<file path="src/rtl/amc_pkg.sv">
package amc_pkg;

  localparam int unsigned CNT_W = 4;
  localparam int unsigned CFG_W = 16;

  typedef struct packed {
    logic [1:0]       dw;        // 00: 8b, 01: 16b, 1x: 32b
    logic             rdy_en;
    logic             rdy_async;
    logic [CNT_W-1:0] setup;
    logic [CNT_W-1:0] strobe;
    logic [CNT_W-1:0] hold;
  } cs_cfg_t;

  typedef enum logic [1:0] {PH_IDLE, PH_SETUP, PH_STROBE, PH_HOLD} phase_e;

  localparam cs_cfg_t CFG_RST = '{dw: 2'b10, rdy_en: 1'b0, rdy_async: 1'b0,
                                  setup: '1, strobe: '1, hold: '1};

  function automatic logic [1:0] last_beat(input logic [1:0] dw);
    case (dw)
      2'b00:   return 2'd3;
      2'b01:   return 2'd1;
      default: return 2'd0;
    endcase
  endfunction

  function automatic logic [1:0] strap_dw(input logic [3:0] strap);
    case (strap)
      4'b0000: return 2'b00;
      4'b0001: return 2'b01;
      default: return 2'b10;
    endcase
  endfunction

endpackage

</file>
<file path="src/rtl/amc_cfg_regs.sv">
module amc_cfg_regs import amc_pkg::*; #(
  parameter int unsigned NUM_CS = 4,
  localparam int unsigned SEL_W = $clog2(NUM_CS)
) (
  input  logic             clk_i,
  input  logic             rst_ni,
  input  logic             cfg_we_i,
  input  logic [SEL_W-1:0] cfg_sel_i,
  input  cs_cfg_t          cfg_i,
  input  logic [3:0]       boot_strap_i,
  input  logic [SEL_W-1:0] rd_sel_i,
  output cs_cfg_t          cfg_o
);

  cs_cfg_t regs_q [NUM_CS];
  logic    boot_ovr_q;

  for (genvar g = 0; g < NUM_CS; g++) begin : g_reg
    always_ff @(posedge clk_i or negedge rst_ni) begin
      if (!rst_ni)                                   regs_q[g] <= CFG_RST;
      else if (cfg_we_i && cfg_sel_i == SEL_W'(g))   regs_q[g] <= cfg_i;
    end
  end

  always_ff @(posedge clk_i or negedge rst_ni) begin
    if (!rst_ni)                                     boot_ovr_q <= 1'b0;
    else if (cfg_we_i && cfg_sel_i == '0)            boot_ovr_q <= 1'b1;
  end

  // boot region width follows the strap until software claims it
  always_comb begin
    cfg_o = regs_q[rd_sel_i];
    if (rd_sel_i == '0 && !boot_ovr_q) cfg_o.dw = strap_dw(boot_strap_i);
  end

endmodule

</file>
<file path="src/rtl/amc_rdy_sync.sv">
module amc_rdy_sync #(
  parameter int unsigned STAGES = 2
) (
  input  logic clk_i,
  input  logic rst_ni,
  input  logic rdy_ni,
  input  logic async_i,
  output logic rdy_ok_o
);

  logic [STAGES-1:0] sync_q;

  always_ff @(posedge clk_i or negedge rst_ni) begin
    if (!rst_ni) sync_q <= '1;
    else         sync_q <= {sync_q[STAGES-2:0], rdy_ni};
  end

  assign rdy_ok_o = async_i ? ~sync_q[STAGES-1] : ~rdy_ni;

endmodule

</file>
<file path="src/rtl/amc_seq.sv">
module amc_seq import amc_pkg::*; #(
  parameter int unsigned TMO_W = 8
) (
  input  logic             clk_i,
  input  logic             rst_ni,
  input  logic             start_i,
  input  logic [CNT_W-1:0] setup_i,
  input  logic [CNT_W-1:0] strobe_i,
  input  logic [CNT_W-1:0] hold_i,
  input  logic             rdy_en_i,
  input  logic [1:0]       last_beat_i,
  input  logic             rdy_ok_i,
  input  logic             tmo_en_i,
  input  logic [TMO_W-1:0] tmo_limit_i,
  output phase_e           phase_o,
  output logic [1:0]       beat_o,
  output logic             cap_o,
  output logic             done_o,
  output logic             err_o
);

  phase_e           ph_q;
  logic [CNT_W-1:0] cnt_q;
  logic [1:0]       beat_q;
  logic [TMO_W-1:0] wait_q;
  logic             abort_q, done_q, err_q;
  logic             min_done, waiting, tmo_hit, leave_stb;

  always_comb begin
    min_done  = (ph_q == PH_STROBE) && (cnt_q == '0);
    waiting   = min_done && rdy_en_i && !rdy_ok_i;
    tmo_hit   = waiting && tmo_en_i && (wait_q == tmo_limit_i);
    leave_stb = min_done && (!waiting || tmo_hit);
  end

  always_ff @(posedge clk_i or negedge rst_ni) begin
    if (!rst_ni) begin
      ph_q    <= PH_IDLE;
      cnt_q   <= '0;
      beat_q  <= '0;
      wait_q  <= '0;
      abort_q <= 1'b0;
      done_q  <= 1'b0;
      err_q   <= 1'b0;
    end else begin
      done_q <= 1'b0;
      err_q  <= 1'b0;
      case (ph_q)
        PH_IDLE: if (start_i) begin
          ph_q    <= PH_SETUP;
          cnt_q   <= setup_i;
          beat_q  <= '0;
          abort_q <= 1'b0;
        end
        PH_SETUP: begin
          if (cnt_q == '0) begin
            ph_q   <= PH_STROBE;
            cnt_q  <= strobe_i;
            wait_q <= '0;
          end else cnt_q <= cnt_q - 1'b1;
        end
        PH_STROBE: begin
          if (cnt_q != '0) cnt_q <= cnt_q - 1'b1;
          else if (leave_stb) begin
            ph_q  <= PH_HOLD;
            cnt_q <= hold_i;
            if (tmo_hit) abort_q <= 1'b1;
          end else wait_q <= wait_q + 1'b1;
        end
        PH_HOLD: begin
          if (cnt_q != '0) cnt_q <= cnt_q - 1'b1;
          else if (abort_q || beat_q == last_beat_i) begin
            ph_q   <= PH_IDLE;
            done_q <= 1'b1;
            err_q  <= abort_q;
          end else begin
            beat_q <= beat_q + 1'b1;
            ph_q   <= PH_SETUP;
            cnt_q  <= setup_i;
          end
        end
        default: ph_q <= PH_IDLE;
      endcase
    end
  end

  assign phase_o = ph_q;
  assign beat_o  = beat_q;
  assign cap_o   = leave_stb;
  assign done_o  = done_q;
  assign err_o   = err_q;

endmodule

</file>
<file path="src/rtl/async_mem_ctrl.sv">
module async_mem_ctrl import amc_pkg::*; #(
  parameter int unsigned NUM_CS = 4,
  parameter int unsigned AW     = 24,
  parameter int unsigned TMO_W  = 8,
  localparam int unsigned SEL_W = $clog2(NUM_CS),
  localparam int unsigned WAW   = AW - 2
) (
  input  logic             clk_i,
  input  logic             rst_ni,
  input  logic [3:0]       boot_strap_i,
  input  logic             cfg_we_i,
  input  logic [SEL_W-1:0] cfg_sel_i,
  input  logic [CFG_W-1:0] cfg_data_i,
  input  logic             tmo_en_i,
  input  logic [TMO_W-1:0] tmo_limit_i,
  input  logic             req_i,
  input  logic             req_we_i,
  input  logic [SEL_W-1:0] req_sel_i,
  input  logic [WAW-1:0]   req_addr_i,
  input  logic [31:0]      req_wdata_i,
  output logic             ready_o,
  output logic             ack_o,
  output logic             err_o,
  output logic [31:0]      rdata_o,
  output logic [AW-1:0]    mem_addr_o,
  output logic [NUM_CS-1:0] mem_cs_no,
  output logic [3:0]       mem_be_no,
  output logic             mem_rd_no,
  output logic             mem_wr_no,
  output logic [31:0]      mem_data_o,
  output logic             mem_data_oe_o,
  input  logic [31:0]      mem_data_i,
  input  logic             mem_rdy_ni
);

  phase_e           ph;
  logic [1:0]       beat;
  logic             start, cap, active, rdy_ok;
  logic             we_q;
  logic [SEL_W-1:0] sel_q, rd_sel;
  logic [WAW-1:0]   addr_q;
  logic [31:0]      wdata_q, rdata_q, lane;
  cs_cfg_t          cfg;

  assign ready_o = (ph == PH_IDLE);
  assign start   = req_i & ready_o;
  assign rd_sel  = ready_o ? req_sel_i : sel_q;
  assign active  = !ready_o;

  always_ff @(posedge clk_i or negedge rst_ni) begin
    if (!rst_ni) begin
      we_q    <= 1'b0;
      sel_q   <= '0;
      addr_q  <= '0;
      wdata_q <= '0;
    end else if (start) begin
      we_q    <= req_we_i;
      sel_q   <= req_sel_i;
      addr_q  <= req_addr_i;
      wdata_q <= req_wdata_i;
    end
  end

  amc_cfg_regs #(.NUM_CS(NUM_CS)) u_cfg (
    .clk_i, .rst_ni, .cfg_we_i, .cfg_sel_i,
    .cfg_i        (cs_cfg_t'(cfg_data_i)),
    .boot_strap_i,
    .rd_sel_i     (rd_sel),
    .cfg_o        (cfg)
  );

  amc_rdy_sync #(.STAGES(2)) u_rdy (
    .clk_i, .rst_ni,
    .rdy_ni   (mem_rdy_ni),
    .async_i  (cfg.rdy_async),
    .rdy_ok_o (rdy_ok)
  );

  amc_seq #(.TMO_W(TMO_W)) u_seq (
    .clk_i, .rst_ni,
    .start_i     (start),
    .setup_i     (cfg.setup),
    .strobe_i    (cfg.strobe),
    .hold_i      (cfg.hold),
    .rdy_en_i    (cfg.rdy_en),
    .last_beat_i (last_beat(cfg.dw)),
    .rdy_ok_i    (rdy_ok),
    .tmo_en_i,
    .tmo_limit_i,
    .phase_o     (ph),
    .beat_o      (beat),
    .cap_o       (cap),
    .done_o      (ack_o),
    .err_o       (err_o)
  );

  always_comb begin
    mem_cs_no  = '1;
    mem_be_no  = '1;
    mem_addr_o = {addr_q, 2'b00};
    lane       = wdata_q;
    if (active) begin
      mem_cs_no[sel_q] = 1'b0;
      case (cfg.dw)
        2'b00: begin
          mem_be_no       = 4'b1110;
          mem_addr_o[1:0] = beat;
          lane            = {24'hFF_FFFF, wdata_q[{beat, 3'b000} +: 8]};
        end
        2'b01: begin
          mem_be_no       = 4'b1100;
          mem_addr_o[1:0] = {beat[0], 1'b0};
          lane            = {16'hFFFF, wdata_q[{beat[0], 4'b0000} +: 16]};
        end
        default: mem_be_no = 4'b0000;
      endcase
    end
    mem_rd_no     = !(ph == PH_STROBE && !we_q);
    mem_wr_no     = !(ph == PH_STROBE && we_q);
    mem_data_oe_o = !(active && !we_q);
    // bus parks high once the write strobe has ended
    mem_data_o    = (active && we_q && ph != PH_HOLD) ? lane : '1;
  end

  always_ff @(posedge clk_i or negedge rst_ni) begin
    if (!rst_ni) rdata_q <= '0;
    else if (cap && !we_q) begin
      case (cfg.dw)
        2'b00:   rdata_q[{beat, 3'b000} +: 8]     <= mem_data_i[7:0];
        2'b01:   rdata_q[{beat[0], 4'b0000} +: 16] <= mem_data_i[15:0];
        default: rdata_q <= mem_data_i;
      endcase
    end
  end

  assign rdata_o = rdata_q;

endmodule

</file>
<file path="config.mk">
export PLATFORM = sky130hd
export DESIGN_NAME = async_mem_ctrl
export DESIGN_NICKNAME = d
export VERILOG_FILES = /design/src/rtl/amc_pkg.sv /design/src/rtl/amc_cfg_regs.sv /design/src/rtl/amc_rdy_sync.sv /design/src/rtl/amc_seq.sv /design/src/rtl/async_mem_ctrl.sv
export SDC_FILE = /design/constraint.sdc
export NUM_CORES = 1
export LEC_CHECK = 0
export CAP_MARGIN = 0
export CORE_AREA = 2 2 157 159
export DETAILED_ROUTE_END_ITERATION = 16
export DIE_AREA = 0 0 159 161
export PLACE_DENSITY = 0.67
export SETUP_SLACK_MARGIN = 0.2
export SLEW_MARGIN = 20
export SYNTH_ARGS = -nofsm -noshare
export SYNTH_HDL_FRONTEND = slang
export SYNTH_SLANG_ARGS = --single-unit
</file>
<file path="constraint.sdc">
create_clock -name clk_i -period 7.44 [get_ports clk_i]
set_clock_uncertainty 0.1 [all_clocks]
set_input_delay 1.86 -clock clk_i [delete_from_list [all_inputs] [get_ports clk_i]]
set_output_delay 1.86 -clock clk_i [all_outputs]
set_load 0.02 [all_outputs]
</file>
==> impl_results.html, run 1 <==
<table>
<tr><th>Metric</th><th>Value</th></tr>
<tr><th colspan="2">Outcome</th></tr>
<tr><td>Result of the run</td><td>completed</td></tr>
<tr><th colspan="2">Routing</th></tr>
<tr><td>Per-cell via count in the routed design</td><td>5.50</td></tr>
<tr><td>Number of detailed-route iterations in the first pass</td><td>6</td></tr>
<tr><td>Final Routed Wirelength</td><td>about 27000 um</td></tr>
<tr><td>Routed vias</td><td>between 7000 and 8000</td></tr>
<tr><td>Initial detailed-routing violation count</td><td>between 400 and 500</td></tr>
<tr><td>Residual DRC count</td><td>0</td></tr>
<tr><td>Final routed wire length divided by cell count</td><td>~20 um</td></tr>
<tr><td>Remaining number of nets flagged by the antenna check after routing</td><td>0</td></tr>
<tr><th colspan="2">Floorplan</th></tr>
<tr><td># IOs</td><td>~230</td></tr>
<tr><td>Number of rows created at floorplan</td><td>57</td></tr>
<tr><td>Die span in x</td><td>between 150 and 200 um</td></tr>
<tr><td>Height of the die</td><td>between 150 and 200 um</td></tr>
<tr><td>Total Die Area</td><td>0.0256 sq mm</td></tr>
<tr><td>Initial core utilization</td><td>0.395</td></tr>
<tr><td>Core area</td><td>around 0.024 sq mm</td></tr>
<tr><th colspan="2">Setup path</th></tr>
<tr><td>List of cells traversed by the critical path</td><td>clkdlybuf4s50_1 -&gt; buf_4 -&gt; nor2_1 -&gt; o22a_1 -&gt; o22ai_4 -&gt; o21a_1 -&gt; a211o_1 -&gt; a21oi_1 -&gt; o21ai_0 -&gt; clkdlybuf4s50_1</td></tr>
<tr><td>Data arrival time of the critical path</td><td>about 5100 ps</td></tr>
<tr><td>CP max stage cell</td><td>clkdlybuf4s50_1</td></tr>
<tr><td>CP Max Fanout</td><td>13</td></tr>
<tr><td>Max incr delay on CP</td><td>between 700 and 800 ps</td></tr>
<tr><td>Dominant cell type by count on the critical path</td><td>clkdlybuf4s50_1</td></tr>
<tr><td>Buffer and inverter count on the worst path</td><td>3</td></tr>
<tr><td>CP Class</td><td>input port to output pin</td></tr>
<tr><td>Critical path's top delay family</td><td>buffers and inverters</td></tr>
<tr><td>Type of element capturing the critical path</td><td>output pin</td></tr>
<tr><td>Critical path launch point type</td><td>input port</td></tr>
<tr><td>Worst endpoint required time</td><td>about 5500 ps</td></tr>
<tr><th colspan="2">GRT</th></tr>
<tr><td>Sum of overflow across all layers after global routing</td><td>0</td></tr>
<tr><td>Maximum number of pins on one net before global-route repair</td><td>roughly 110</td></tr>
<tr><td>Vias in the first global route</td><td>between 7000 and 8000</td></tr>
<tr><td>Global-route wire length before repair</td><td>between 40000 and 50000 um</td></tr>
<tr><td>Number of antenna violations at the first check in global routing</td><td>0</td></tr>
<tr><td>Total routing usage reported by global routing</td><td>0.211</td></tr>
<tr><th colspan="2">Clock tree</th></tr>
<tr><td>Root buffer cell</td><td>clkbuf_16</td></tr>
<tr><td>Post-CTS resize count</td><td>0</td></tr>
<tr><td>TritonCTS Buffers</td><td>17</td></tr>
<tr><td>Worst skew pair latency</td><td>430 ps</td></tr>
<tr><td>Buffer levels on the longest clock path</td><td>2</td></tr>
<tr><td>Depth of the CTS H-tree</td><td>4</td></tr>
<tr><td>Total of hold buffers inserted after clock tree synthesis</td><td>0</td></tr>
<tr><td>Sinks on Clock Net</td><td>between 150 and 200</td></tr>
<tr><td>TritonCTS clock tree</td><td>built</td></tr>
<tr><td>Clock transition at the register clock pins on the worst setup and hold paths after CTS</td><td>~70 ps</td></tr>
<tr><td>Post CTS Setup Buffer Count</td><td>0</td></tr>
<tr><th colspan="2">Cells and area</th></tr>
<tr><td>Multi-input gate area</td><td>approximately 0.0047 sq mm</td></tr>
<tr><td>Count of non-filler cells in the finished layout</td><td>1375</td></tr>
<tr><td>Area growth from synthesis to layout</td><td>33.2%</td></tr>
<tr><td>Sequential cell area in the final layout</td><td>roughly 0.0044 sq mm</td></tr>
<tr><td>Finished Cell Area</td><td>0.0126 sq mm</td></tr>
<tr><td>Number of nets at the end of the flow</td><td>roughly 1200</td></tr>
<tr><td>Most used cells in the layout excluding fill and tap cells</td><td>224 x clkdlybuf4s50_1, 132 x mux2_2, 121 x dfrtp_1</td></tr>
<tr><td>Most common cell after layout, fill and taps aside</td><td>clkdlybuf4s50_1</td></tr>
<tr><td>Share of final-layout standard cells stronger than drive strength 1</td><td>0.262</td></tr>
<tr><td>Count of inserted antenna diode cells</td><td>0</td></tr>
<tr><td>Fill cells</td><td>2143</td></tr>
<tr><th colspan="2">Synthesis</th></tr>
<tr><td>Combinational family with the most area after synthesis</td><td>multiplexers</td></tr>
<tr><td>FFs w/ async S/R, synth</td><td>1.00</td></tr>
<tr><td>Area fraction in compound gates after synthesis</td><td>0.160</td></tr>
<tr><td>Post-synthesis xor/xnor area fraction</td><td>0.00926</td></tr>
<tr><td>Post-synthesis simple-gate area fraction</td><td>0.110</td></tr>
<tr><td>Average instance area after synthesis</td><td>about 11 sq um</td></tr>
<tr><td>Area of the mapped netlist</td><td>approximately 0.0095 sq mm</td></tr>
<tr><td>Mux contribution to synthesized area</td><td>0.198</td></tr>
<tr><td>Cell count after synthesis</td><td>around 830</td></tr>
<tr><td>Count of flip-flops with a built-in enable after synthesis</td><td>0</td></tr>
<tr><td>Net count after synthesis</td><td>about 970</td></tr>
<tr><td>Register bit count reported by yosys</td><td>around 180</td></tr>
<tr><td>Most common flop cell mapped by yosys</td><td>dfrtp_1</td></tr>
<tr><td>Synth cell types</td><td>78</td></tr>
<tr><td>Sequential element share of the synthesized area</td><td>0.470</td></tr>
<tr><td>YS warnings</td><td>0</td></tr>
<tr><td>Fraction of the mapped netlist area in adder cells</td><td>0.0172</td></tr>
<tr><th colspan="2">Min path</th></tr>
<tr><td>Hold WC Path Type</td><td>register to register</td></tr>
<tr><th colspan="2">Place</th></tr>
<tr><td>Final Wtd Congestion</td><td>about 0.84</td></tr>
<tr><td>Post-placement cell area</td><td>0.0120 sq mm</td></tr>
<tr><td>Total half-perimeter wirelength after legalization and detailed placement</td><td>around 19000 um</td></tr>
<tr><td>I/O Buffers</td><td>about 230</td></tr>
<tr><td>Total placed cells including tap cells</td><td>between 1000 and 1500</td></tr>
<tr><th colspan="2">STA</th></tr>
<tr><td>RSZ-0062 raised after global routing</td><td>no</td></tr>
<tr><td>Worst slack on hold paths</td><td>roughly 260 ps</td></tr>
<tr><td>Final hold viol count</td><td>0</td></tr>
<tr><td>Final Slew Violations</td><td>0</td></tr>
<tr><td>Post-Route Setup TNS</td><td>0 ps</td></tr>
<tr><td>Crit share post-route</td><td>0.946</td></tr>
<tr><td>Worst Max-Slew Pin Slew</td><td>about 1000 ps</td></tr>
<tr><td>Maximum clock frequency</td><td>142 MHz</td></tr>
<tr><td>Setup Viol. Count Final</td><td>0</td></tr>
<tr><td>Shortest clock period the worst path allows after layout</td><td>~7000 ps</td></tr>
<tr><td>Remaining max-slew budget at the tightest pin</td><td>0.300</td></tr>
<tr><th colspan="2">Power</th></tr>
<tr><td>Worst-case vdd ir drop</td><td>roughly 0.23 mV</td></tr>
<tr><td>Static leakage</td><td>approximately 5 nW</td></tr>
<tr><td>Power density cells</td><td>around 440 mW/mm^2</td></tr>
<tr><th colspan="2">Job</th></tr>
<tr><td>Maxcap violations</td><td>0</td></tr>
</table>
==> registers in the layout (all words and copies together) (netlist names), 2 cells and up <==
signal,flops
addr_q,22
rdata_o,32
sel_q,2
u_cfg.regs_q,64
u_rdy.sync_q,2
u_seq.beat_o,2
u_seq.cnt_q,4
u_seq.phase_o,2
u_seq.wait_q,8
wdata_q,32
==> routing by layer <==
metal / up-vias / share of wire / GRT usage
met3: 32 / 0.037 / 0.0300
li1: 3529 / - / -
met5: - / 0 / 0
met1: 3778 / 0.46 / 0.283
met2: 229 / 0.49 / 0.351
met4: 0 / 0.020 / 0.0731
==> kinds of logic after synthesis <==
family	count (synthesis)
compound gates	207
mux	155
flops	175
buf+inv	69
simple gates	204
fa+ha+maj	13
xor+xnor	10
==> final cells by class <==
cell class / instances / area share
clock inverter: 14 / 0.0132
clock buffer: 18 / 0.0349
tap: 324 / 0.0322
multi-input combinational: 589 / 0.374
timing repair buffer: 241 / 0.189
inverter: 14 / 0.00417
sequential: 175 / 0.353
==> power breakdown <==
group | total, W | internal [W] | switching, W
logic | 0.00298 | 0.00140 | 0.00159
clock network | 0.000917 | 0.000490 | 0.000427
registers | 0.00162 | 0.00132 | 0.000302
==> synthesized netlist by cell type (10+ instances only) <==
cell / count / share of area
nand2_1: 60 / 0.024
nor3_1: 23 / 0.012
nand3_1: 20 / 0.011
a221oi_1: 11 / 0.010
o211ai_1: 10 / 0.0079
a21oi_1: 32 / 0.017
or3_1: 24 / 0.016
clkbuf_1: 23 / 0.0091
nor2b_1: 10 / 0.0066
inv_1: 12 / 0.0048
o22ai_1: 10 / 0.0066
mux2_2: 132 / 0.16
o21ai_0: 44 / 0.023
dfrtp_1: 121 / 0.32
xnor2_1: 10 / 0.0093
ha_1: 13 / 0.017
a221o_1: 10 / 0.011
dfstp_2: 54 / 0.15
buf_2: 19 / 0.010
nor2_1: 34 / 0.013
==> stage by stage <==
step,total power [W],worst slack [ps],util
2_1_floorplan,0.00353,1660,-
3_3_place_gp,0.00457,431,0.500
3_5_place_dp,0.00461,423,0.500
4_1_cts,0.00554,397,0.525
5_1_grt,0.00587,268,0.526
6_report,0.00552,402,0.526
==> final timing paths <==
path	cells after the start	from	slack (ps)	to
max	10	req_sel_i[0]	400	mem_data_o[0]
max in group asynchronous	2	rst_ni	4350	wdata_q[28]
max reg2reg	15	u_seq.phase_o[0]	2460	u_seq.cnt_q[3]
min in group asynchronous	1	rst_ni	1420	u_seq.wait_q[2]
min reg2reg	0	u_rdy.sync_q[0]	260	u_rdy.sync_q[1]
min	0	u_rdy.sync_q[0]	260	u_rdy.sync_q[1]
(Power assumes the default switching activity.)
==> inputs of run 2 (changes only) <==
==> constraint.sdc (replaced) <==
create_clock -name clk_i -period 7.4 [get_ports clk_i]
set_clock_uncertainty 0.1 [all_clocks]
set_input_delay 1.85 -clock clk_i [delete_from_list [all_inputs] [get_ports clk_i]]
set_output_delay 1.85 -clock clk_i [all_outputs]
set_load 0.02 [all_outputs]
==> run 2 against run 1 <==
  * Final cell count grew 0.15%
  * Worst setup slack improved by 37 ps
  * Via count grew 0.49%
  * Register-to-register slack better by 210 ps
  * Sequential power barely moved
  * Clock power is 7.5% higher
  * Hold slack got worse by 3.7 ps
  * Largest cell class unchanged
  * Count of clock-buffer cells in the layout fell by 1
  * Sequential share of layout area is 0.15 points lower
  * Sequential cell count unchanged
  * Combinational power is essentially flat
  * Final area grew 0.43%
==> impl_results.html, run 2 (same netlist as run 1, synthesis figures left out) <==
<table>
<tr><th>Metric</th><th>Value</th></tr>
<tr><th colspan="2">Outcome</th></tr>
<tr><td>Result of the run</td><td>completed</td></tr>
<tr><th colspan="2">Power</th></tr>
<tr><td>Design internal power</td><td>0.00328 W (+2.4%)</td></tr>
<tr><td>Fraction of power consumed by sequential logic</td><td>0.290 (-0.004)</td></tr>
<tr><td>Static leakage</td><td>4.99 nW (+0.73%)</td></tr>
<tr><td>Power density cells</td><td>445 mW/mm^2 (+1.6%)</td></tr>
<tr><td>Combinational group share of total power</td><td>0.535 (-0.005)</td></tr>
<tr><td>Net load switching power</td><td>0.00235 W (+1.5%)</td></tr>
<tr><td>Part of the total power dissipated in the clock network</td><td>0.175 (+0.009)</td></tr>
<tr><td>Switch share</td><td>0.417 (-0.00229)</td></tr>
<tr><td>Worst-case vdd ir drop</td><td>0.214 mV (-7.9%)</td></tr>
<tr><th colspan="2">GRT</th></tr>
<tr><td>Total routing usage reported by global routing</td><td>0.213 (+0.00236)</td></tr>
<tr><td>Number of antenna violations at the first check in global routing</td><td>0 (unchanged)</td></tr>
<tr><td>Maximum number of pins on one net before global-route repair</td><td>69 (-36%)</td></tr>
<tr><td>Global-route wire length before repair</td><td>43000 um (+1.2%)</td></tr>
<tr><td>Sum of overflow across all layers after global routing</td><td>0 (unchanged)</td></tr>
<tr><td>Vias in the first global route</td><td>7598 (+1.1%)</td></tr>
<tr><th colspan="2">Floorplan</th></tr>
<tr><td>Initial core utilization</td><td>0.395 (unchanged)</td></tr>
<tr><td># IOs</td><td>227 (unchanged)</td></tr>
<tr><td>Die span in x</td><td>159 um (unchanged)</td></tr>
<tr><td>Core area</td><td>0.0240 sq mm (unchanged)</td></tr>
<tr><td>Number of rows created at floorplan</td><td>57 (unchanged)</td></tr>
<tr><td>Total Die Area</td><td>0.0256 sq mm (unchanged)</td></tr>
<tr><td>Height of the die</td><td>161 um (unchanged)</td></tr>
<tr><th colspan="2">Routing</th></tr>
<tr><td>Highest metal layer with signal wires</td><td>met4</td></tr>
<tr><td>Met2 WL post-DR</td><td>13200 um (+0.65%)</td></tr>
<tr><td>Final Routed Wirelength</td><td>27300 um (+1.5%)</td></tr>
<tr><td>Number of detailed-route iterations in the first pass</td><td>5 (-1)</td></tr>
<tr><td>Initial detailed-routing violation count</td><td>676 (+43%)</td></tr>
<tr><td>Post-Route M1 WL</td><td>12400 um (+0.91%)</td></tr>
<tr><td>Residual DRC count</td><td>0 (unchanged)</td></tr>
<tr><td>Routed vias</td><td>7605 (+0.49%)</td></tr>
<tr><td>Per-cell via count in the routed design</td><td>5.52 (+0.34%)</td></tr>
<tr><td>Remaining number of nets flagged by the antenna check after routing</td><td>0 (unchanged)</td></tr>
<tr><td>Wire length on met3</td><td>1190 um (+19%)</td></tr>
<tr><td>Final routed wire length divided by cell count</td><td>19.8 um (+1.4%)</td></tr>
<tr><th colspan="2">Setup path</th></tr>
<tr><td>CP Max Fanout</td><td>13 (unchanged)</td></tr>
<tr><td>Critical path launch point type</td><td>input port</td></tr>
<tr><td>Worst endpoint required time</td><td>5450 ps (-30 ps)</td></tr>
<tr><td>Dominant cell type by count on the critical path</td><td>clkdlybuf4s50_1</td></tr>
<tr><td>Max incr delay on CP</td><td>700 ps (about the same)</td></tr>
<tr><td>CP max stage cell</td><td>clkdlybuf4s50_1</td></tr>
<tr><td>CP Class</td><td>input port to output pin</td></tr>
<tr><td>List of cells traversed by the critical path</td><td>clkdlybuf4s50_1 -&gt; buf_4 -&gt; nor2_1 -&gt; o22a_1 -&gt; o22ai_4 -&gt; o21a_1 -&gt; a211o_1 -&gt; a21oi_1 -&gt; o21ai_0 -&gt; clkdlybuf4s50_1</td></tr>
<tr><td>Type of element capturing the critical path</td><td>output pin</td></tr>
<tr><td>Data arrival time of the critical path</td><td>5010 ps (-70 ps)</td></tr>
<tr><th colspan="2">STA</th></tr>
<tr><td>Remaining max-slew budget at the tightest pin</td><td>0.303 (+0.00306)</td></tr>
<tr><td>Worst Max-Slew Pin Slew</td><td>1040 ps (-4.57 ps)</td></tr>
<tr><td>Setup Viol. Count Final</td><td>0 (unchanged)</td></tr>
<tr><td>Maximum clock frequency</td><td>144 MHz</td></tr>
<tr><td>RSZ-0062 raised after global routing</td><td>no</td></tr>
<tr><td>Crit share post-route</td><td>0.941</td></tr>
<tr><td>Final hold viol count</td><td>0 (unchanged)</td></tr>
<tr><td>Final Slew Violations</td><td>0 (unchanged)</td></tr>
<tr><td>Shortest clock period the worst path allows after layout</td><td>roughly 7000 ps</td></tr>
<tr><td>Post-Route Setup TNS</td><td>0 ps (unchanged)</td></tr>
<tr><th colspan="2">Clock tree</th></tr>
<tr><td>TritonCTS Buffers</td><td>17 (unchanged)</td></tr>
<tr><td>Sinks on Clock Net</td><td>175 (unchanged)</td></tr>
<tr><td>Buffer levels on the longest clock path</td><td>2 (unchanged)</td></tr>
<tr><td>TritonCTS clock tree</td><td>built</td></tr>
<tr><td>Worst skew pair latency</td><td>440 ps (about the same)</td></tr>
<tr><td>Depth of the CTS H-tree</td><td>4 (unchanged)</td></tr>
<tr><td>Root buffer cell</td><td>clkbuf_16</td></tr>
<tr><td>Clock transition at the register clock pins on the worst setup and hold paths after CTS</td><td>70 ps (about the same)</td></tr>
<tr><td>Post CTS Setup Buffer Count</td><td>0 (unchanged)</td></tr>
<tr><th colspan="2">Cells and area</th></tr>
<tr><td>Most common cell after layout, fill and taps aside</td><td>clkdlybuf4s50_1</td></tr>
<tr><td>Most used cells in the layout excluding fill and tap cells</td><td>224 x clkdlybuf4s50_1, 132 x mux2_2, 121 x dfrtp_1</td></tr>
<tr><td>Fill cells</td><td>2156 (+0.61%)</td></tr>
<tr><td>Number of nets at the end of the flow</td><td>1178 (+0.17%)</td></tr>
<tr><td>Area growth from synthesis to layout</td><td>33.7%</td></tr>
<tr><td>Register containing the most flip-flops in the final layout</td><td>u_cfg.regs_q</td></tr>
<tr><td>Count of inserted antenna diode cells</td><td>0 (unchanged)</td></tr>
<tr><td>Share of final-layout standard cells stronger than drive strength 1</td><td>0.263 (+0.00140)</td></tr>
<tr><td>Count of non-filler cells in the finished layout</td><td>1377 (+0.15%)</td></tr>
<tr><td>Max FFs per register</td><td>64 (unchanged)</td></tr>
<tr><th colspan="2">Place</th></tr>
<tr><td>Total half-perimeter wirelength after legalization and detailed placement</td><td>19600 um (+2.0%)</td></tr>
<tr><td>Final Wtd Congestion</td><td>0.832 (-1.2%)</td></tr>
<tr><td>Total placed cells including tap cells</td><td>1345 (+0.15%)</td></tr>
<tr><td>I/O Buffers</td><td>226 (unchanged)</td></tr>
<tr><th colspan="2">Job</th></tr>
<tr><td>Maxcap violations</td><td>0 (unchanged)</td></tr>
<tr><th colspan="2">Min path</th></tr>
<tr><td>Hold WC Path Type</td><td>register to register</td></tr>
</table>
==> run 2: cell types whose count changed in the layout (fill, tap and decap cells not counted) <==
cell	delta
buf_4	+2
bufinv_16	+2
clkinvlp_4	-2
inv_6	-2
clkbuf_8	-1
clkinv_2	+1
clkinv_4	+1
inv_8	+1
==> run 2: layer usage <==
| metal | GRT usage | vias to the layer above |
|---|---|---|
| li1 | - | 3543 |
| met1 | 0.293 | 3788 |
| met2 | 0.348 | 242 |
| met3 | 0.0347 | 32 |
| met4 | 0.0661 | 0 |
| met5 | 0 | - |
==> run 2: through the flow <==
step | utilization | setup WS, ps | instance area, sq um | hold slack, ps | total power (W)
finish | 0.528 | 439 | 12600 | 258 | 0.00563
global route | 0.528 | 265 | 12600 | 259 | 0.00596
CTS | 0.527 | 454 | 12600 | 258 | 0.00565
detailed placement | 0.501 | 477 | 12000 | 250 | 0.00465
global placement | 0.501 | 472 | 12000 | 246 | 0.00460
floorplan | - | 1640 | 9460 | 245 | 0.00355
==> run 2: layout make-up <==
cell class                 count  area (sq um)  area share
inverter                      14          52.6     0.00416
tap                          324           405      0.0321
timing repair buffer         243          2390       0.189
sequential                   175          4450       0.352
clock buffer                  17           425      0.0336
multi-input combinational    589          4700       0.372
clock inverter                15           219      0.0173
==> run 2: worst max-delay path: cells and delay by family <==
kind                   cells  cell delay [ps]
buffers and inverters      3             1610
and+or+nand+nor            1               50
AOI/OAI and AO/OA          6             1490
==> run 2: worst paths after layout <==
| kind | startpoint | to | slack, ps | cells after the start |
|---|---|---|---|---|
| min in group asynchronous | rst_ni | u_seq.cnt_q[1] | 1260 | 1 |
| hold / removal | u_rdy.sync_q[0] | u_rdy.sync_q[1] | 260 | 0 |
| max in group asynchronous | rst_ni | u_cfg.regs_q[28] | 4750 | 2 |
| setup reg to reg | u_seq.phase_o[0] | u_seq.cnt_q[2] | 2670 | 15 |
| hold reg to reg | u_rdy.sync_q[0] | u_rdy.sync_q[1] | 260 | 0 |
| setup / recovery | req_sel_i[0] | mem_data_o[0] | 440 | 10 |
==> run 2: timing repair <==
action	in CTS	in global routing
hold buffers	0	0
setup endpoints to repair	0	1
resized for setup	0	1
==> run 2: power groups by stage <==
stage / logic, W / registers, W / clock network (W)
6_report: 0.00301 / 0.00164 / 0.000986
5_1_grt: 0.00323 / 0.00168 / 0.00105
4_1_cts: 0.00302 / 0.00163 / 0.00101
3_5_place_dp: 0.00301 / 0.00164 / 0
3_3_place_gp: 0.00296 / 0.00163 / 0
2_1_floorplan: 0.00186 / 0.00169 / 0
==> inputs of run 3 (changes only) <==
--- a/config.mk
+++ b/config.mk
@@ -5,11 +5,13 @@
 export SDC_FILE = /design/constraint.sdc
 export NUM_CORES = 1
 export LEC_CHECK = 0
+export ABC_AREA = 1
 export CAP_MARGIN = 0
-export CORE_AREA = 2 2 157 159
+export CORE_AREA = 2 2 162 164
 export DETAILED_ROUTE_END_ITERATION = 16
-export DIE_AREA = 0 0 159 161
-export PLACE_DENSITY = 0.67
+export DIE_AREA = 0 0 164 166
+export HOLD_SLACK_MARGIN = 0.03
+export PLACE_DENSITY = 0.66
 export SETUP_SLACK_MARGIN = 0.2
 export SLEW_MARGIN = 20
 export SYNTH_ARGS = -nofsm -noshare
==> run 3 against run 2 <==
  * Count of clock-buffer cells in the layout stayed put
  * Combinational power grew 11%
  * Total power up 3.2%
  * Sequential power is 5% lower
  * Critical endpoint unchanged
  * Largest power group unchanged
  * Highest routed layer unchanged
==> impl_results.html, run 3 <==
<table>
<tr><th>Metric</th><th>Value</th></tr>
<tr><th colspan="2">Synthesis</th></tr>
<tr><td>FFs w/ async S/R, synth</td><td>1.00 (unchanged)</td></tr>
<tr><td>Area share of the largest cell type after synthesis</td><td>0.302 (-0.0184)</td></tr>
<tr><td>Register bit count reported by yosys</td><td>175 (unchanged)</td></tr>
<tr><td>List of most frequent post-synthesis cells</td><td>547 x nand2_1, 184 x o21ai_0, 121 x dfrtp_1, 120 x inv_1, 83 x nand3_1</td></tr>
<tr><td>YS warnings</td><td>0 (unchanged)</td></tr>
<tr><td>Count of flip-flops with a built-in enable after synthesis</td><td>0 (unchanged)</td></tr>
<tr><td>Cell count after synthesis</td><td>1422 (+71%)</td></tr>
<tr><td>Most common cell in the synthesized netlist</td><td>nand2_1</td></tr>
<tr><td>Post-synthesis cell type with the largest combined area</td><td>dfrtp_1</td></tr>
<tr><td>Area of the mapped netlist</td><td>0.0100 sq mm (+6.1%)</td></tr>
<tr><td>Average instance area after synthesis</td><td>7.06 sq um (-38%)</td></tr>
<tr><td>Net count after synthesis</td><td>1560 (+61%)</td></tr>
<tr><td>Sequential element share of the synthesized area</td><td>0.443 (-0.0270)</td></tr>
<tr><td>Most common flop cell mapped by yosys</td><td>dfrtp_1</td></tr>
<tr><td>Synth cell types</td><td>35 (-55%)</td></tr>
<tr><td>Largest cells by area after synthesis</td><td>dfrtp_1 30%, nand2_1 20%, dfstp_2 14%, o21ai_0 9.2%, inv_1 4.5%</td></tr>
<tr><th colspan="2">Setup path</th></tr>
<tr><td>Critical path launch point type</td><td>input port</td></tr>
<tr><td>Data arrival time of the critical path</td><td>4690 ps (-320 ps)</td></tr>
<tr><td>CP Class</td><td>input port to output pin</td></tr>
<tr><td>CP Max Fanout</td><td>40 (+27)</td></tr>
<tr><td>Type of element capturing the critical path</td><td>output pin</td></tr>
<tr><td>Worst endpoint required time</td><td>5450 ps (about the same)</td></tr>
<tr><th colspan="2">Clock tree</th></tr>
<tr><td>Buffer levels on the longest clock path</td><td>2 (unchanged)</td></tr>
<tr><td>Sinks on Clock Net</td><td>175 (unchanged)</td></tr>
<tr><td>TritonCTS Buffers</td><td>17 (unchanged)</td></tr>
<tr><td>Root buffer cell</td><td>clkbuf_16</td></tr>
<tr><td>Depth of the CTS H-tree</td><td>4 (unchanged)</td></tr>
<tr><td>TritonCTS clock tree</td><td>built</td></tr>
<tr><td>Post-CTS resize count</td><td>0 (unchanged)</td></tr>
<tr><td>Total of hold buffers inserted after clock tree synthesis</td><td>0 (unchanged)</td></tr>
<tr><td>Post CTS Setup Buffer Count</td><td>0 (unchanged)</td></tr>
<tr><td>Clock transition at the register clock pins on the worst setup and hold paths after CTS</td><td>70 ps (about the same)</td></tr>
<tr><td>Worst skew pair latency</td><td>430 ps (about the same)</td></tr>
<tr><th colspan="2">Cells and area</th></tr>
<tr><td>Number of nets at the end of the flow</td><td>1745 (+48%)</td></tr>
<tr><td>Most common cell after layout, fill and taps aside</td><td>nand2_1</td></tr>
<tr><td>Most used cells in the layout excluding fill and tap cells</td><td>547 x nand2_1, 225 x clkdlybuf4s50_1, 184 x o21ai_0</td></tr>
<tr><td>Area growth from synthesis to layout</td><td>30.4%</td></tr>
<tr><td>Count of non-filler cells in the finished layout</td><td>1956 (+42%)</td></tr>
<tr><td>Share of final-layout standard cells stronger than drive strength 1</td><td>0.0852 (-0.178)</td></tr>
<tr><td>Register containing the most flip-flops in the final layout</td><td>u_cfg.regs_q</td></tr>
<tr><td>Finished Cell Area</td><td>0.0131 sq mm (+3.5%)</td></tr>
<tr><td>Fill cells</td><td>2503 (+16%)</td></tr>
<tr><td>Max FFs per register</td><td>64 (unchanged)</td></tr>
<tr><th colspan="2">Place</th></tr>
<tr><td>Total half-perimeter wirelength after legalization and detailed placement</td><td>21600 um (+11%)</td></tr>
<tr><td>Placement Setup Slack</td><td>727 ps (+250 ps)</td></tr>
<tr><td>Final Wtd Congestion</td><td>0.838 (+0.78%)</td></tr>
<tr><td>Post-placement cell area</td><td>0.0125 sq mm (+4.0%)</td></tr>
<tr><td>I/O Buffers</td><td>226 (unchanged)</td></tr>
<tr><td>Total placed cells including tap cells</td><td>1923 (+43%)</td></tr>
<tr><th colspan="2">Floorplan</th></tr>
<tr><td>Total Die Area</td><td>0.0272 sq mm (+6.3%)</td></tr>
<tr><td>Core area</td><td>0.0256 sq mm (+6.9%)</td></tr>
<tr><td>Height of the die</td><td>166 um (+3.1%)</td></tr>
<tr><td>Die span in x</td><td>164 um (+3.1%)</td></tr>
<tr><td>Initial core utilization</td><td>0.392 (-0.00295)</td></tr>
<tr><td># IOs</td><td>227 (unchanged)</td></tr>
<tr><td>Number of rows created at floorplan</td><td>59 (+3.5%)</td></tr>
<tr><th colspan="2">STA</th></tr>
<tr><td>Final hold viol count</td><td>0 (unchanged)</td></tr>
<tr><td>Crit share post-route</td><td>0.897 (-0.0438)</td></tr>
<tr><td>Worst Max-Slew Pin Slew</td><td>1050 ps (+3.35 ps)</td></tr>
<tr><td>Setup Viol. Count Final</td><td>0 (unchanged)</td></tr>
<tr><td>Remaining max-slew budget at the tightest pin</td><td>0.299 (-0.00444)</td></tr>
<tr><td>Maximum clock frequency</td><td>151 MHz (+4.9%)</td></tr>
<tr><td>Final worst-path setup slack</td><td>763 ps (+324 ps)</td></tr>
<tr><td>Final Slew Violations</td><td>0 (unchanged)</td></tr>
<tr><td>Post-Route Setup TNS</td><td>0 ps (unchanged)</td></tr>
<tr><td>Shortest clock period the worst path allows after layout</td><td>6640 ps (-324 ps)</td></tr>
<tr><td>RSZ-0062 raised after global routing</td><td>no</td></tr>
<tr><th colspan="2">Routing</th></tr>
<tr><td>Routed vias</td><td>9957 (+31%)</td></tr>
<tr><td>Initial detailed-routing violation count</td><td>933 (+38%)</td></tr>
<tr><td>Residual DRC count</td><td>0 (unchanged)</td></tr>
<tr><td>Remaining number of nets flagged by the antenna check after routing</td><td>0 (unchanged)</td></tr>
<tr><td>Final Routed Wirelength</td><td>30600 um (+12%)</td></tr>
<tr><td>Number of detailed-route iterations in the first pass</td><td>6 (+1)</td></tr>
<tr><td>Per-cell via count in the routed design</td><td>5.09 (-7.8%)</td></tr>
<tr><td>Final routed wire length divided by cell count</td><td>15.7 um (-21%)</td></tr>
<tr><th colspan="2">GRT</th></tr>
<tr><td>Vias in the first global route</td><td>9127 (+20%)</td></tr>
<tr><td>Number of antenna violations at the first check in global routing</td><td>1 (+1)</td></tr>
<tr><td>Maximum number of pins on one net before global-route repair</td><td>96 (+39%)</td></tr>
<tr><td>Total routing usage reported by global routing</td><td>0.225 (+0.0124)</td></tr>
<tr><td>Sum of overflow across all layers after global routing</td><td>0 (unchanged)</td></tr>
<tr><td>Global-route wire length before repair</td><td>49100 um (+14%)</td></tr>
<tr><th colspan="2">Power</th></tr>
<tr><td>Power density cells</td><td>444 mW/mm^2 (-0.28%)</td></tr>
<tr><td>Static leakage</td><td>6.05 nW (+21%)</td></tr>
<tr><td>Worst-case vdd ir drop</td><td>0.281 mV (+31%)</td></tr>
<tr><th colspan="2">Outcome</th></tr>
<tr><td>Result of the run</td><td>completed</td></tr>
<tr><th colspan="2">Min path</th></tr>
<tr><td>Hold WC Path Type</td><td>register to register</td></tr>
<tr><th colspan="2">Job</th></tr>
<tr><td>Maxcap violations</td><td>0 (unchanged)</td></tr>
</table>
[run 3: cell types whose count changed in the layout (fill, tap and decap cells not counted), moves of 10 or more]
cell | previous run | this run
nand2_1 | 59 | 547
or3_1 | 24 | 0
nand3_1 | 20 | 79
a221o_1 | 10 | 0
mux2_2 | 132 | 0
a221oi_1 | 11 | 0
o21ai_0 | 43 | 184
inv_1 | 12 | 119
nor2_1 | 34 | 66
nor2b_1 | 10 | 0
a21oi_1 | 32 | 53
[run 3: power breakdown]
group,switching (W),total (W),internal [W]
clock network,0.000454,0.000912,0.000457
logic,0.00211,0.00334,0.00123
registers,0.000257,0.00156,0.00130
total,0.00282,0.00581,0.00299
[run 3: worst paths after layout]
| kind | from | endpoint | slack (ps) | cells after the start |
|---|---|---|---|---|
| max in group asynchronous | rst_ni | addr_q[12] | 4600 | 2 |
| setup reg to reg | u_seq.phase_o[0] | rdata_o[22] | 3470 | 17 |
| min in group asynchronous | rst_ni | rdata_o[22] | 1350 | 1 |
| hold / removal | u_rdy.sync_q[0] | u_rdy.sync_q[1] | 270 | 0 |
| setup / recovery | req_sel_i[0] | mem_data_o[0] | 760 | 13 |
| hold reg to reg | u_rdy.sync_q[0] | u_rdy.sync_q[1] | 270 | 0 |
[run 3: cells by family (layout without fill, tap and decap cells)]
group / after synthesis / count (layout) / share of synthesized area
and+or+nand+nor: 741 / 741 / 0.301
AOI/OAI and AO/OA: 284 / 284 / 0.149
buffers and inverters: 200 / 398 / 0.0828
DFF: 175 / 175 / 0.443
adders and majority gates: 13 / 13 / 0.0162
xor gates and xnor gates: 9 / 9 / 0.00786
other: 0 / 1 / 0
[run 3: stage by stage]
step           hold slack (ps)  power (W)   util
3_3_place_gp               246    0.00485  0.487
5_1_grt                    266    0.00628  0.511
6_report                   266    0.00581  0.511
3_5_place_dp               253    0.00489  0.487
2_1_floorplan              245    0.00373      -
4_1_cts                    266    0.00583  0.510
[run 3: final cells by class]
cell class	instances	area, sq um	share of cell area
diodes	1	2.50	0.000191
flip-flops and latches	175	4450	0.340
inverters	127	482	0.0368
clock buffers	17	425	0.0325
well taps	335	419	0.0320
repair buffers	239	2360	0.180
multi-input cells	1047	4780	0.365
clock inverters	15	171	0.0131
[run 3: critical path, cell delays in order]
cell and delay [ps]:
clkdlybuf4s50_1 410, inv_1 90, nand2_2 100, nand2_4 360, nand2_1 90, nand3_1 80
nand2_1 80, nand2_1 100, nand2_2 130, nor2_2 450, o211ai_1 170, nand3_1 110
clkdlybuf4s50_1 650
[run 3: routing by layer]
| metal | global-route usage | wire length (um) | vias to the layer above |
|---|---|---|---|
| met2 | 0.352 | 13900 | 353 |
| met1 | 0.325 | 14200 | 4649 |
| met5 | 0 | 0 | - |
| li1 | - | - | 4919 |
| met4 | 0.0606 | 580 | 0 |
| met3 | 0.0360 | 1900 | 36 |
